File: src/rtl/sfq_pkg.sv
package sfq_pkg;
  localparam int REG_W = 32;
  localparam int THR_W = 8;
  localparam int NEV   = 4;

  typedef enum logic [1:0] {
    A_FCTL = 2'd0,
    A_FSTA = 2'd1,
    A_IEN  = 2'd2,
    A_ISTA = 2'd3
  } sfq_addr_e;

  // control word field positions (software decodes these)
  localparam int RX_THR_LSB = 0;
  localparam int RX_DMA_BIT = 8;
  localparam int RX_RST_BIT = 15;
  localparam int TX_THR_LSB = 16;
  localparam int TX_DMA_BIT = 24;
  localparam int TX_RST_BIT = 31;
  localparam int RX_CNT_LSB = 0;
  localparam int TX_CNT_LSB = 16;

  // compact event vector index -> register bit position
  localparam int IX_RX_RDY = 0;
  localparam int IX_TX_REQ = 1;
  localparam int IX_RX_OVF = 2;
  localparam int IX_DONE   = 3;

  function automatic int ev_pos(input int ix);
    return ix * 4;
  endfunction

  function automatic logic [REG_W-1:0] ev_to_word(input logic [NEV-1:0] v);
    logic [REG_W-1:0] w;
    w = '0;
    for (int i = 0; i < NEV; i++) w[ev_pos(i)] = v[i];
    return w;
  endfunction

  function automatic logic [NEV-1:0] ev_from_word(input logic [REG_W-1:0] w);
    logic [NEV-1:0] v;
    for (int i = 0; i < NEV; i++) v[i] = w[ev_pos(i)];
    return v;
  endfunction
endpackage

File: src/rtl/sfq_fifo.sv
module sfq_fifo #(
  parameter int DEPTH = 64,
  parameter int DW    = 8,
  localparam int CW   = $clog2(DEPTH + 1),
  localparam int AW   = (DEPTH > 1) ? $clog2(DEPTH) : 1
) (
  input  logic          clk_i,
  input  logic          rst_ni,
  input  logic          flush_i,
  input  logic          push_i,
  input  logic [DW-1:0] push_data_i,
  input  logic          pop_i,
  output logic [DW-1:0] pop_data_o,
  output logic [CW-1:0] count_o,
  output logic          drop_o
);
  logic [DW-1:0] mem_q [DEPTH];
  logic [AW-1:0] wr_ptr_q, rd_ptr_q;
  logic [CW-1:0] cnt_q;
  logic          full, empty, do_push, do_pop;

  assign full    = (cnt_q == CW'(DEPTH));
  assign empty   = (cnt_q == '0);
  assign do_push = push_i && !full;
  assign do_pop  = pop_i && !empty;
  assign drop_o  = push_i && full;

  function automatic logic [AW-1:0] nxt(input logic [AW-1:0] p);
    return (p == AW'(DEPTH - 1)) ? '0 : p + 1'b1;
  endfunction

  always_ff @(posedge clk_i or negedge rst_ni) begin
    if (!rst_ni) begin
      wr_ptr_q <= '0;
      rd_ptr_q <= '0;
      cnt_q    <= '0;
    end else if (flush_i) begin
      wr_ptr_q <= '0;
      rd_ptr_q <= '0;
      cnt_q    <= '0;
    end else begin
      if (do_push) wr_ptr_q <= nxt(wr_ptr_q);
      if (do_pop)  rd_ptr_q <= nxt(rd_ptr_q);
      case ({do_push, do_pop})
        2'b10:   cnt_q <= cnt_q + 1'b1;
        2'b01:   cnt_q <= cnt_q - 1'b1;
        default: cnt_q <= cnt_q;
      endcase
    end
  end

  always_ff @(posedge clk_i) begin
    if (do_push && !flush_i) mem_q[wr_ptr_q] <= push_data_i;
  end

  assign pop_data_o = empty ? '0 : mem_q[rd_ptr_q];
  assign count_o    = cnt_q;
endmodule

File: src/rtl/sfq_ctrl_regs.sv
module sfq_ctrl_regs
  import sfq_pkg::*;
(
  input  logic             clk_i,
  input  logic             rst_ni,
  input  logic             we_i,
  input  logic [1:0]       addr_i,
  input  logic [REG_W-1:0] wdata_i,
  output logic [THR_W-1:0] rx_thr_o,
  output logic [THR_W-1:0] tx_thr_o,
  output logic             rx_dma_o,
  output logic             tx_dma_o,
  output logic             rx_rst_o,
  output logic             tx_rst_o,
  output logic             rx_flush_o,
  output logic             tx_flush_o,
  output logic [NEV-1:0]   ien_o
);
  logic ctl_we, ien_we;
  logic unused_wbits;

  assign ctl_we     = we_i && (addr_i == A_FCTL);
  assign ien_we     = we_i && (addr_i == A_IEN);
  assign rx_flush_o = ctl_we && wdata_i[RX_RST_BIT];
  assign tx_flush_o = ctl_we && wdata_i[TX_RST_BIT];
  assign unused_wbits = ^wdata_i;

  always_ff @(posedge clk_i or negedge rst_ni) begin
    if (!rst_ni) begin
      rx_thr_o <= '0;
      tx_thr_o <= '0;
      rx_dma_o <= 1'b0;
      tx_dma_o <= 1'b0;
      rx_rst_o <= 1'b0;
      tx_rst_o <= 1'b0;
      ien_o    <= '0;
    end else begin
      // reset flags are visible for exactly one cycle after the write
      rx_rst_o <= rx_flush_o;
      tx_rst_o <= tx_flush_o;
      if (ctl_we) begin
        rx_thr_o <= wdata_i[RX_THR_LSB +: THR_W];
        tx_thr_o <= wdata_i[TX_THR_LSB +: THR_W];
        rx_dma_o <= wdata_i[RX_DMA_BIT];
        tx_dma_o <= wdata_i[TX_DMA_BIT];
      end
      if (ien_we) ien_o <= ev_from_word(wdata_i);
    end
  end
endmodule

File: src/rtl/sfq_event_status.sv
module sfq_event_status
  import sfq_pkg::*;
#(
  parameter int CW = 7
) (
  input  logic             clk_i,
  input  logic             rst_ni,
  input  logic [CW-1:0]    rx_cnt_i,
  input  logic [CW-1:0]    tx_cnt_i,
  input  logic [THR_W-1:0] rx_thr_i,
  input  logic [THR_W-1:0] tx_thr_i,
  input  logic             rx_drop_i,
  input  logic             done_i,
  input  logic             clr_i,
  input  logic [NEV-1:0]   clr_mask_i,
  output logic [NEV-1:0]   sts_o,
  output logic             rx_hit_o,
  output logic             tx_hit_o
);
  localparam int XW = (CW > THR_W) ? CW : THR_W;

  logic [XW-1:0]  rx_cx, tx_cx, rx_tx, tx_tx;
  logic [NEV-1:0] set_v, sts_q;

  assign rx_cx = XW'(rx_cnt_i);
  assign tx_cx = XW'(tx_cnt_i);
  assign rx_tx = XW'(rx_thr_i);
  assign tx_tx = XW'(tx_thr_i);

  assign rx_hit_o = (rx_cx != '0) && (rx_cx >= rx_tx);
  assign tx_hit_o = (tx_cx <= tx_tx);

  always_comb begin
    set_v            = '0;
    set_v[IX_RX_RDY] = rx_hit_o;
    set_v[IX_TX_REQ] = tx_hit_o;
    set_v[IX_RX_OVF] = rx_drop_i;
    set_v[IX_DONE]   = done_i;
  end

  for (genvar g = 0; g < NEV; g++) begin : g_bit
    always_ff @(posedge clk_i or negedge rst_ni) begin
      if (!rst_ni) sts_q[g] <= 1'b0;
      else         sts_q[g] <= set_v[g] | (sts_q[g] & ~(clr_i & clr_mask_i[g]));
    end
  end

  assign sts_o = sts_q;
endmodule

File: src/rtl/spi_fifo_irq_ctrl.sv
module spi_fifo_irq_ctrl
  import sfq_pkg::*;
#(
  parameter int DEPTH = 64,
  parameter int DW    = 8
) (
  input  logic             clk_i,
  input  logic             rst_ni,
  input  logic             reg_we_i,
  input  logic [1:0]       reg_addr_i,
  input  logic [REG_W-1:0] reg_wdata_i,
  output logic [REG_W-1:0] reg_rdata_o,
  input  logic             tx_push_i,
  input  logic [DW-1:0]    tx_push_data_i,
  input  logic             tx_pop_i,
  output logic [DW-1:0]    tx_pop_data_o,
  input  logic             rx_push_i,
  input  logic [DW-1:0]    rx_push_data_i,
  input  logic             rx_pop_i,
  output logic [DW-1:0]    rx_pop_data_o,
  input  logic             xfer_done_i,
  output logic             irq_o,
  output logic             rx_dma_req_o,
  output logic             tx_dma_req_o
);
  localparam int CW = $clog2(DEPTH + 1);

  logic [CW-1:0]    rx_cnt, tx_cnt;
  logic             rx_drop, tx_drop_unused;
  logic             rx_flush, tx_flush, rx_rst_q, tx_rst_q;
  logic [THR_W-1:0] rx_thr, tx_thr;
  logic             rx_dma_en, tx_dma_en, rx_hit, tx_hit;
  logic [NEV-1:0]   ien, sts;

  sfq_fifo #(.DEPTH(DEPTH), .DW(DW)) u_tx_fifo (
    .clk_i, .rst_ni,
    .flush_i     (tx_flush),
    .push_i      (tx_push_i),
    .push_data_i (tx_push_data_i),
    .pop_i       (tx_pop_i),
    .pop_data_o  (tx_pop_data_o),
    .count_o     (tx_cnt),
    .drop_o      (tx_drop_unused)
  );

  sfq_fifo #(.DEPTH(DEPTH), .DW(DW)) u_rx_fifo (
    .clk_i, .rst_ni,
    .flush_i     (rx_flush),
    .push_i      (rx_push_i),
    .push_data_i (rx_push_data_i),
    .pop_i       (rx_pop_i),
    .pop_data_o  (rx_pop_data_o),
    .count_o     (rx_cnt),
    .drop_o      (rx_drop)
  );

  sfq_ctrl_regs u_regs (
    .clk_i, .rst_ni,
    .we_i       (reg_we_i),
    .addr_i     (reg_addr_i),
    .wdata_i    (reg_wdata_i),
    .rx_thr_o   (rx_thr),
    .tx_thr_o   (tx_thr),
    .rx_dma_o   (rx_dma_en),
    .tx_dma_o   (tx_dma_en),
    .rx_rst_o   (rx_rst_q),
    .tx_rst_o   (tx_rst_q),
    .rx_flush_o (rx_flush),
    .tx_flush_o (tx_flush),
    .ien_o      (ien)
  );

  sfq_event_status #(.CW(CW)) u_evt (
    .clk_i, .rst_ni,
    .rx_cnt_i   (rx_cnt),
    .tx_cnt_i   (tx_cnt),
    .rx_thr_i   (rx_thr),
    .tx_thr_i   (tx_thr),
    .rx_drop_i  (rx_drop),
    .done_i     (xfer_done_i),
    .clr_i      (reg_we_i && (reg_addr_i == A_ISTA)),
    .clr_mask_i (ev_from_word(reg_wdata_i)),
    .sts_o      (sts),
    .rx_hit_o   (rx_hit),
    .tx_hit_o   (tx_hit)
  );

  always_comb begin
    reg_rdata_o = '0;
    case (reg_addr_i)
      A_FCTL: begin
        reg_rdata_o[RX_THR_LSB +: THR_W] = rx_thr;
        reg_rdata_o[RX_DMA_BIT]          = rx_dma_en;
        reg_rdata_o[RX_RST_BIT]          = rx_rst_q;
        reg_rdata_o[TX_THR_LSB +: THR_W] = tx_thr;
        reg_rdata_o[TX_DMA_BIT]          = tx_dma_en;
        reg_rdata_o[TX_RST_BIT]          = tx_rst_q;
      end
      A_FSTA: begin
        reg_rdata_o[RX_CNT_LSB +: THR_W] = THR_W'(rx_cnt);
        reg_rdata_o[TX_CNT_LSB +: THR_W] = THR_W'(tx_cnt);
      end
      A_IEN:   reg_rdata_o = ev_to_word(ien);
      default: reg_rdata_o = ev_to_word(sts);
    endcase
  end

  assign irq_o        = |(sts & ien);
  assign rx_dma_req_o = rx_dma_en && rx_hit;
  assign tx_dma_req_o = tx_dma_en && tx_hit;
endmodule

File: config.mk
export PLATFORM = sky130hd
export DESIGN_NAME = spi_fifo_irq_ctrl
export DESIGN_NICKNAME = d
export VERILOG_FILES = /design/src/rtl/sfq_pkg.sv /design/src/rtl/sfq_fifo.sv /design/src/rtl/sfq_ctrl_regs.sv /design/src/rtl/sfq_event_status.sv /design/src/rtl/spi_fifo_irq_ctrl.sv
export SDC_FILE = /design/constraint.sdc
export NUM_CORES = 1
export LEC_CHECK = 0
export CAP_MARGIN = 20
export CORE_ASPECT_RATIO = 1.1
export CORE_MARGIN = 3
export CORE_UTILIZATION = 45
export DETAILED_ROUTE_END_ITERATION = 8
export GPL_TIMING_DRIVEN = 0
export PLACE_DENSITY_LB_ADDON = 0.05
export SLEW_MARGIN = 5
export SYNTH_ARGS = -nofsm -noshare
export SYNTH_HDL_FRONTEND = slang
export SYNTH_HIERARCHICAL = 1
export SYNTH_SLANG_ARGS = --single-unit
File: constraint.sdc
create_clock -name clk_i -period 4.1 [get_ports clk_i]
set_input_delay 0.82 -clock clk_i [delete_from_list [all_inputs] [get_ports clk_i]]
set_output_delay 0.82 -clock clk_i [all_outputs]
set_load 0.005 [all_outputs]
After elaboration in Yosys (flattened, before gate mapping):

Memories as Yosys holds them, arrays and structs flattened.
Index checks and enable logic that the tools add are counted.

* $add $sub $neg: 8
* multipliers: 0
* div/mod/pow operators: 0
* magnitude comparators: 2
* eq/ne operators: 13
* shift-type cells: 0
* muxes and demuxes: 29
* bitwise logic cells: 17
* reductions and logical operators: 33

Operators by type and width (count)
* 6-bit two-way mux: 12
* 7-bit case mux with 2 select lines: 2
* 6-bit by 1-bit adder with 6-bit output, second input constant: 4
* 6-bit == test, second input constant: 4
* 8-bit case mux with 3 select lines: 1
* 8-bit two-way mux: 2
* 8-bit case mux with 2 select lines: 1
* 1-bit logical AND: 15
* 7-bit by 1-bit adder with 7-bit output, second input constant: 2
* 7-bit == test, second input constant: 2
* 7-bit logical NOT: 2
* 7-bit two-way mux: 2
* 7-bit by 1-bit subtractor with 7-bit output, second input constant: 2
* 1-bit AND: 8
* 2-bit == test, second input constant: 4
* 7-bit by 8-bit >= comparator with 1-bit output: 1
* 7-bit by 8-bit <= comparator with 1-bit output: 1
* 4-bit case mux with 2 select lines: 1
* 2-bit nonzero test: 4
* 8-bit nonzero test: 1
* 1-bit two-way mux: 7
* 2-bit by 1-bit == test with 1-bit output, second input constant: 3
* 1-bit logical NOT: 6
* 3-bit nonzero test: 2
* 7 further kinds: 13

* register bits: 66
* latch bits: 0
* bits in writable memories: 1024
* bits in read-only memories: 0
* output and inout port bits: 51
* logic and storage cells: 121
* memories: 2

Memories
* u_rx_fifo.mem_q: depth 64, width 8, read ports 1, clocked after memory_dff 0, wr ports 1, RTL line sfq_fifo.sv:17 `logic [DW-1:0] mem_q [DEPTH];`
* u_tx_fifo.mem_q: depth 64, width 8, read ports 1, clocked after memory_dff 0, wr ports 1, RTL line sfq_fifo.sv:17

Depth between registers and ports, before layout:

* depth after elaboration: 7
* mapped depth: 12
* mapped depth without buffers: 10

Modules after synthesis:

Netlist, hierarchy kept.

By module, submodules not included
* sfq_fifo at u_tx_fifo: times used 1, cells an instance 1104, area an instance 21199.1 um2, sequential area each 15850.2 um2
* sfq_fifo at u_rx_fifo: times used 1, cells an instance 1102, area an instance 21167.8 um2, sequential area each 15850.2 um2
* sfq_ctrl_regs: times used 1, cells an instance 52, area an instance 909.6 um2, sequential area each 600.6 um2
* sfq_event_status: times used 1, cells an instance 66, area an instance 518.0 um2, sequential area each 100.1 um2
* spi_fifo_irq_ctrl: times used 1, cells an instance 58, area an instance 441.7 um2, sequential area each 0.0 um2

Least setup slack after synthesis:

No wires, ideal clock.

* kind: register to register
* from: register u_rx_fifo.cnt_q[1], in the netlist u_rx_fifo/count_o[1]
* to: register u_rx_fifo.cnt_q[6], in the netlist u_rx_fifo/count_o[6]
* library setup time: 128 ps
* arrival: 3172 ps
* required time: 3972 ps
* path slack: 800 ps
* stages on the path, launching flop included: 12
* buffers on the path: 2
* path through: dfrtp_1 or3_1 buf_6 o31ai_2 buf_2 nor2_1 xor2_1 ha_1 or3_1 a2111o_1 a21oi_1 mux2_1

* word-level cells in the longest chain between the ends: 6
* elaborated cells on any way between the ends: 13
* classes of those cells: 2 x add/sub; 3 x eq/ne; 2 x mux; 6 x reduce/logical

RTL lines
* from (decl): RTL line sfq_fifo.sv:19 `logic [CW-1:0] cnt_q;`
* from (signal assigned): RTL line sfq_fifo.sv:45 `2'b10: cnt_q <= cnt_q + 1'b1;`
* from (signal assigned): RTL line sfq_fifo.sv:46 `2'b01: cnt_q <= cnt_q - 1'b1;`
* from (signal assigned): RTL line sfq_fifo.sv:47 `default: cnt_q <= cnt_q;`
* branches (longest 6 deep; another with 7-bit by 1-bit subtractor with 7-bit output)

Parallel ways; which one is timed is not known.
A chain may end at the register's enable or synchronous reset.

Worst setup path after layout:

* from: register u_tx_fifo.rd_ptr_q[0]
* to: output tx_pop_data_o[1]

* word-level cells in the longest chain between the ends: 2

RTL lines
* from (decl): RTL line sfq_fifo.sv:18 `logic [AW-1:0] wr_ptr_q, rd_ptr_q;`
* from (signal assigned): RTL line sfq_fifo.sv:43 `if (do_pop) rd_ptr_q <= nxt(rd_ptr_q);`
* memory 64 x 8 bit
* 8-bit two-way mux: RTL line sfq_fifo.sv:56 `assign pop_data_o = empty ? '0 : mem_q[rd_ptr_q];`
* to (decl): RTL line spi_fifo_irq_ctrl.sv:16 `output logic [DW-1:0] tx_pop_data_o,`

Every way passes these cells.

==> qor.yml <==
timing.final.crit_share: 0.987
io_buffers: 84
critical_path_cell_count: 10
worstPathBufferInverterCount: 5
core-area_um2: 96600
cts_tree: "yes"
max_freq_mhz: 247
end_kind: "output pin"
worstHoldPathType: "in -> async"
grt_first_pass_wirelength_um: 166000
power_density_nw_per_um2: 628
start_util: 0.458
chipWidth_um: 305
arrival_ns: 3.23
required_ns: 3.28
final_max_slew_viol_count: 0
num_rows: 119
drive_gt1_frac: 0.270
maxCapViolCount: 0
syn_inst: 2381
vias: 23400
nets: 2716
dp_hpwl_um: 76800
worstSetupPathType: "reg -> out"
cp_slowest_cell: "mux4_2"
power.total_mw: 32.6
rsz0062_at_grt: "true"
area_delta_synth_final_pct: 17.2
worst_slew_pin_slew_ns: 1.03
drt_iter0_drc: 1742
status: "finished, final reports clean"
yosysWarnings: 6
antennaDiodeCount: 0
critical_path.top_delay_family: "buffers and inverters"
synth_area_per_cell_um2: 18.6
drt-total-wl_um: 113000
cts_max_path_buffers: 3
skew_ns: 0.0202
hold_violations: 0
grt_use_total: 0.223
die_h_um: 335
syn-cell-area_um2: 44200
min_period_ns: 4.05
ff2ff_path_depth: 11
firstDrtPassIters: 6
slowest_delay_ns: 0.53
nFillCells: 7649
ant_nets: 0
grt_overflow: 0
antenna_found_initial: 1
path_cells: "buf_12, buf_4, buf_16, buf_4, mux4_2, a22o_1, o21ai_4, nand3_4, and3_1, dlygate4sd2_1"
slew_headroom: 0.316
setup_viol: 0
peakVddDrop_uv: 381
path_max_fanout: 10
cts_buffers: 109
fp.dieArea_um2: 102000
path_clk_slew_ns: 0.06
clkLatencyLatePin_ns: 0.68
wl_per_cell_um: 28.3
worstSetupStartpointType: "flop"
routabilityCongestion: 0.951
drc_errors: 0
drt-vias-per-instance: 5.85
p_leak_nw: 16.7
cts_root_buf: "clkbuf_16"
htreeDepth: 3
utilization: 0.536
first_global_vias: 24200
grt_start_max_net_pins: 51
clock-sinks: 1090
holdBufCountCts: 0
pin_count: 109
cp_common_cell: "buf_4"
metrics by stage:
stage | hold WS, ns | TNS, ns | std cells | worst slack, ns | cell area (um^2)
after floorplan | 0.470 | 0 | 2391 | 0.800 | 44300
after global placement | 0.494 | -146.36 | 3745 | -0.630 | 46700
after detailed placement | 0.504 | -173.55 | 3767 | -0.555 | 47000
after CTS | 0.00335 | 0 | 3988 | 0.0117 | 51700
after global routing | 0.0312 | -0.0974 | 3992 | -0.0388 | 51800
final | 0.0381 | 0 | 3992 | 0.0536 | 51800
worst paths after layout:
| path | from | to | slack (ns) |
|---|---|---|---|
| min reg2reg | u_regs/tx_dma_o | u_regs/tx_dma_o | 0.52 |
| max | u_tx_fifo/rd_ptr_q[0] | tx_pop_data_o[1] | 0.05 |
| max in group asynchronous | rst_ni | u_rx_fifo/rd_ptr_q[1] | 3.49 |
| min in group clk_i | u_regs/tx_dma_o | u_regs/tx_dma_o | 0.52 |
| min | rst_ni | u_tx_fifo/rd_ptr_q[1] | 0.04 |
| max reg2reg | u_rx_fifo/count_o[0] | u_rx_fifo/count_o[6] | 0.35 |
cell type report:
type | instances | area [um^2] | area share
plain buffers | 142 | 1230 | 0.0238
repair buffers | 140 | 1450 | 0.0279
clock buffers | 137 | 2880 | 0.0555
flip-flops and latches | 1090 | 32400 | 0.625
inverters | 24 | 90.1 | 0.00174
well taps | 1270 | 1590 | 0.0307
clock inverters | 60 | 558 | 0.0108
multi-input cells | 1129 | 11600 | 0.225
flip-flops by register name, summed over array words and instances (netlist names):
name	flops
u_tx_fifo/count_o	7
u_rx_fifo/count_o	7
u_evt/sts_o	4
u_regs/tx_thr_o	8
u_regs/rx_thr_o	8
u_tx_fifo/rd_ptr_q	6
u_regs/rx_rst_o	1
u_rx_fifo/mem_q	512
u_regs/ien_o	4
u_tx_fifo/wr_ptr_q	6
u_rx_fifo/wr_ptr_q	6
u_regs/rx_dma_o	1
u_regs/tx_rst_o	1
u_rx_fifo/rd_ptr_q	6
u_tx_fifo/mem_q	512
u_regs/tx_dma_o	1
layer usage:
metal,share of wire,routed length [um],global-route usage,up-vias
li1,-,-,-,10100
met1,0.40,44800,0.283,12300
met2,0.52,58400,0.393,758
met3,0.050,5690,0.0304,212
met4,0.037,4220,0.0821,0
met5,0,0,0,-
where the power goes:
part | total, mW | internal [mW] | switching (mW)
registers | 13.0 | 12.6 | 0.353
logic | 9.92 | 4.33 | 5.59
clock network | 9.66 | 5.62 | 4.04
timing repair:
| action | CTS | global route |
|---|---|---|
| setup endpoints to repair | 16 | 10 |
| pin swaps | 28 | 9 |
| hold endpoints to repair | 0 | 0 |
| setup buffers | 30 | 4 |
| gates resized for setup | 316 | 16 |
cell usage in the layout (no fill, tap or decap), drive strengths merged, types with 7 or more instances in the layout:
cell	n
clkbuf	180
nor4	10
nor3	31
nor2b	32
or3	16
bufinv	11
dlygate4sd2	12
o21ai	24
mux4	219
xor2	8
o22ai	42
o41ai	8
conb	11
nand2b	7
and3	10
dfrtp	66
clkdlybuf4s50	51
a21oi	59
nand2	63
nor2	191
mux2	92
a211oi	15
o211ai	7
a22o	8
buf	173
ha	22
inv	26
mux2i	76
nand3	36
clkinv	44
edfxtp	1024
a22oi	50
a31oi	8
and2	13
No activity file was read; power rests on OpenSTA's default activity.
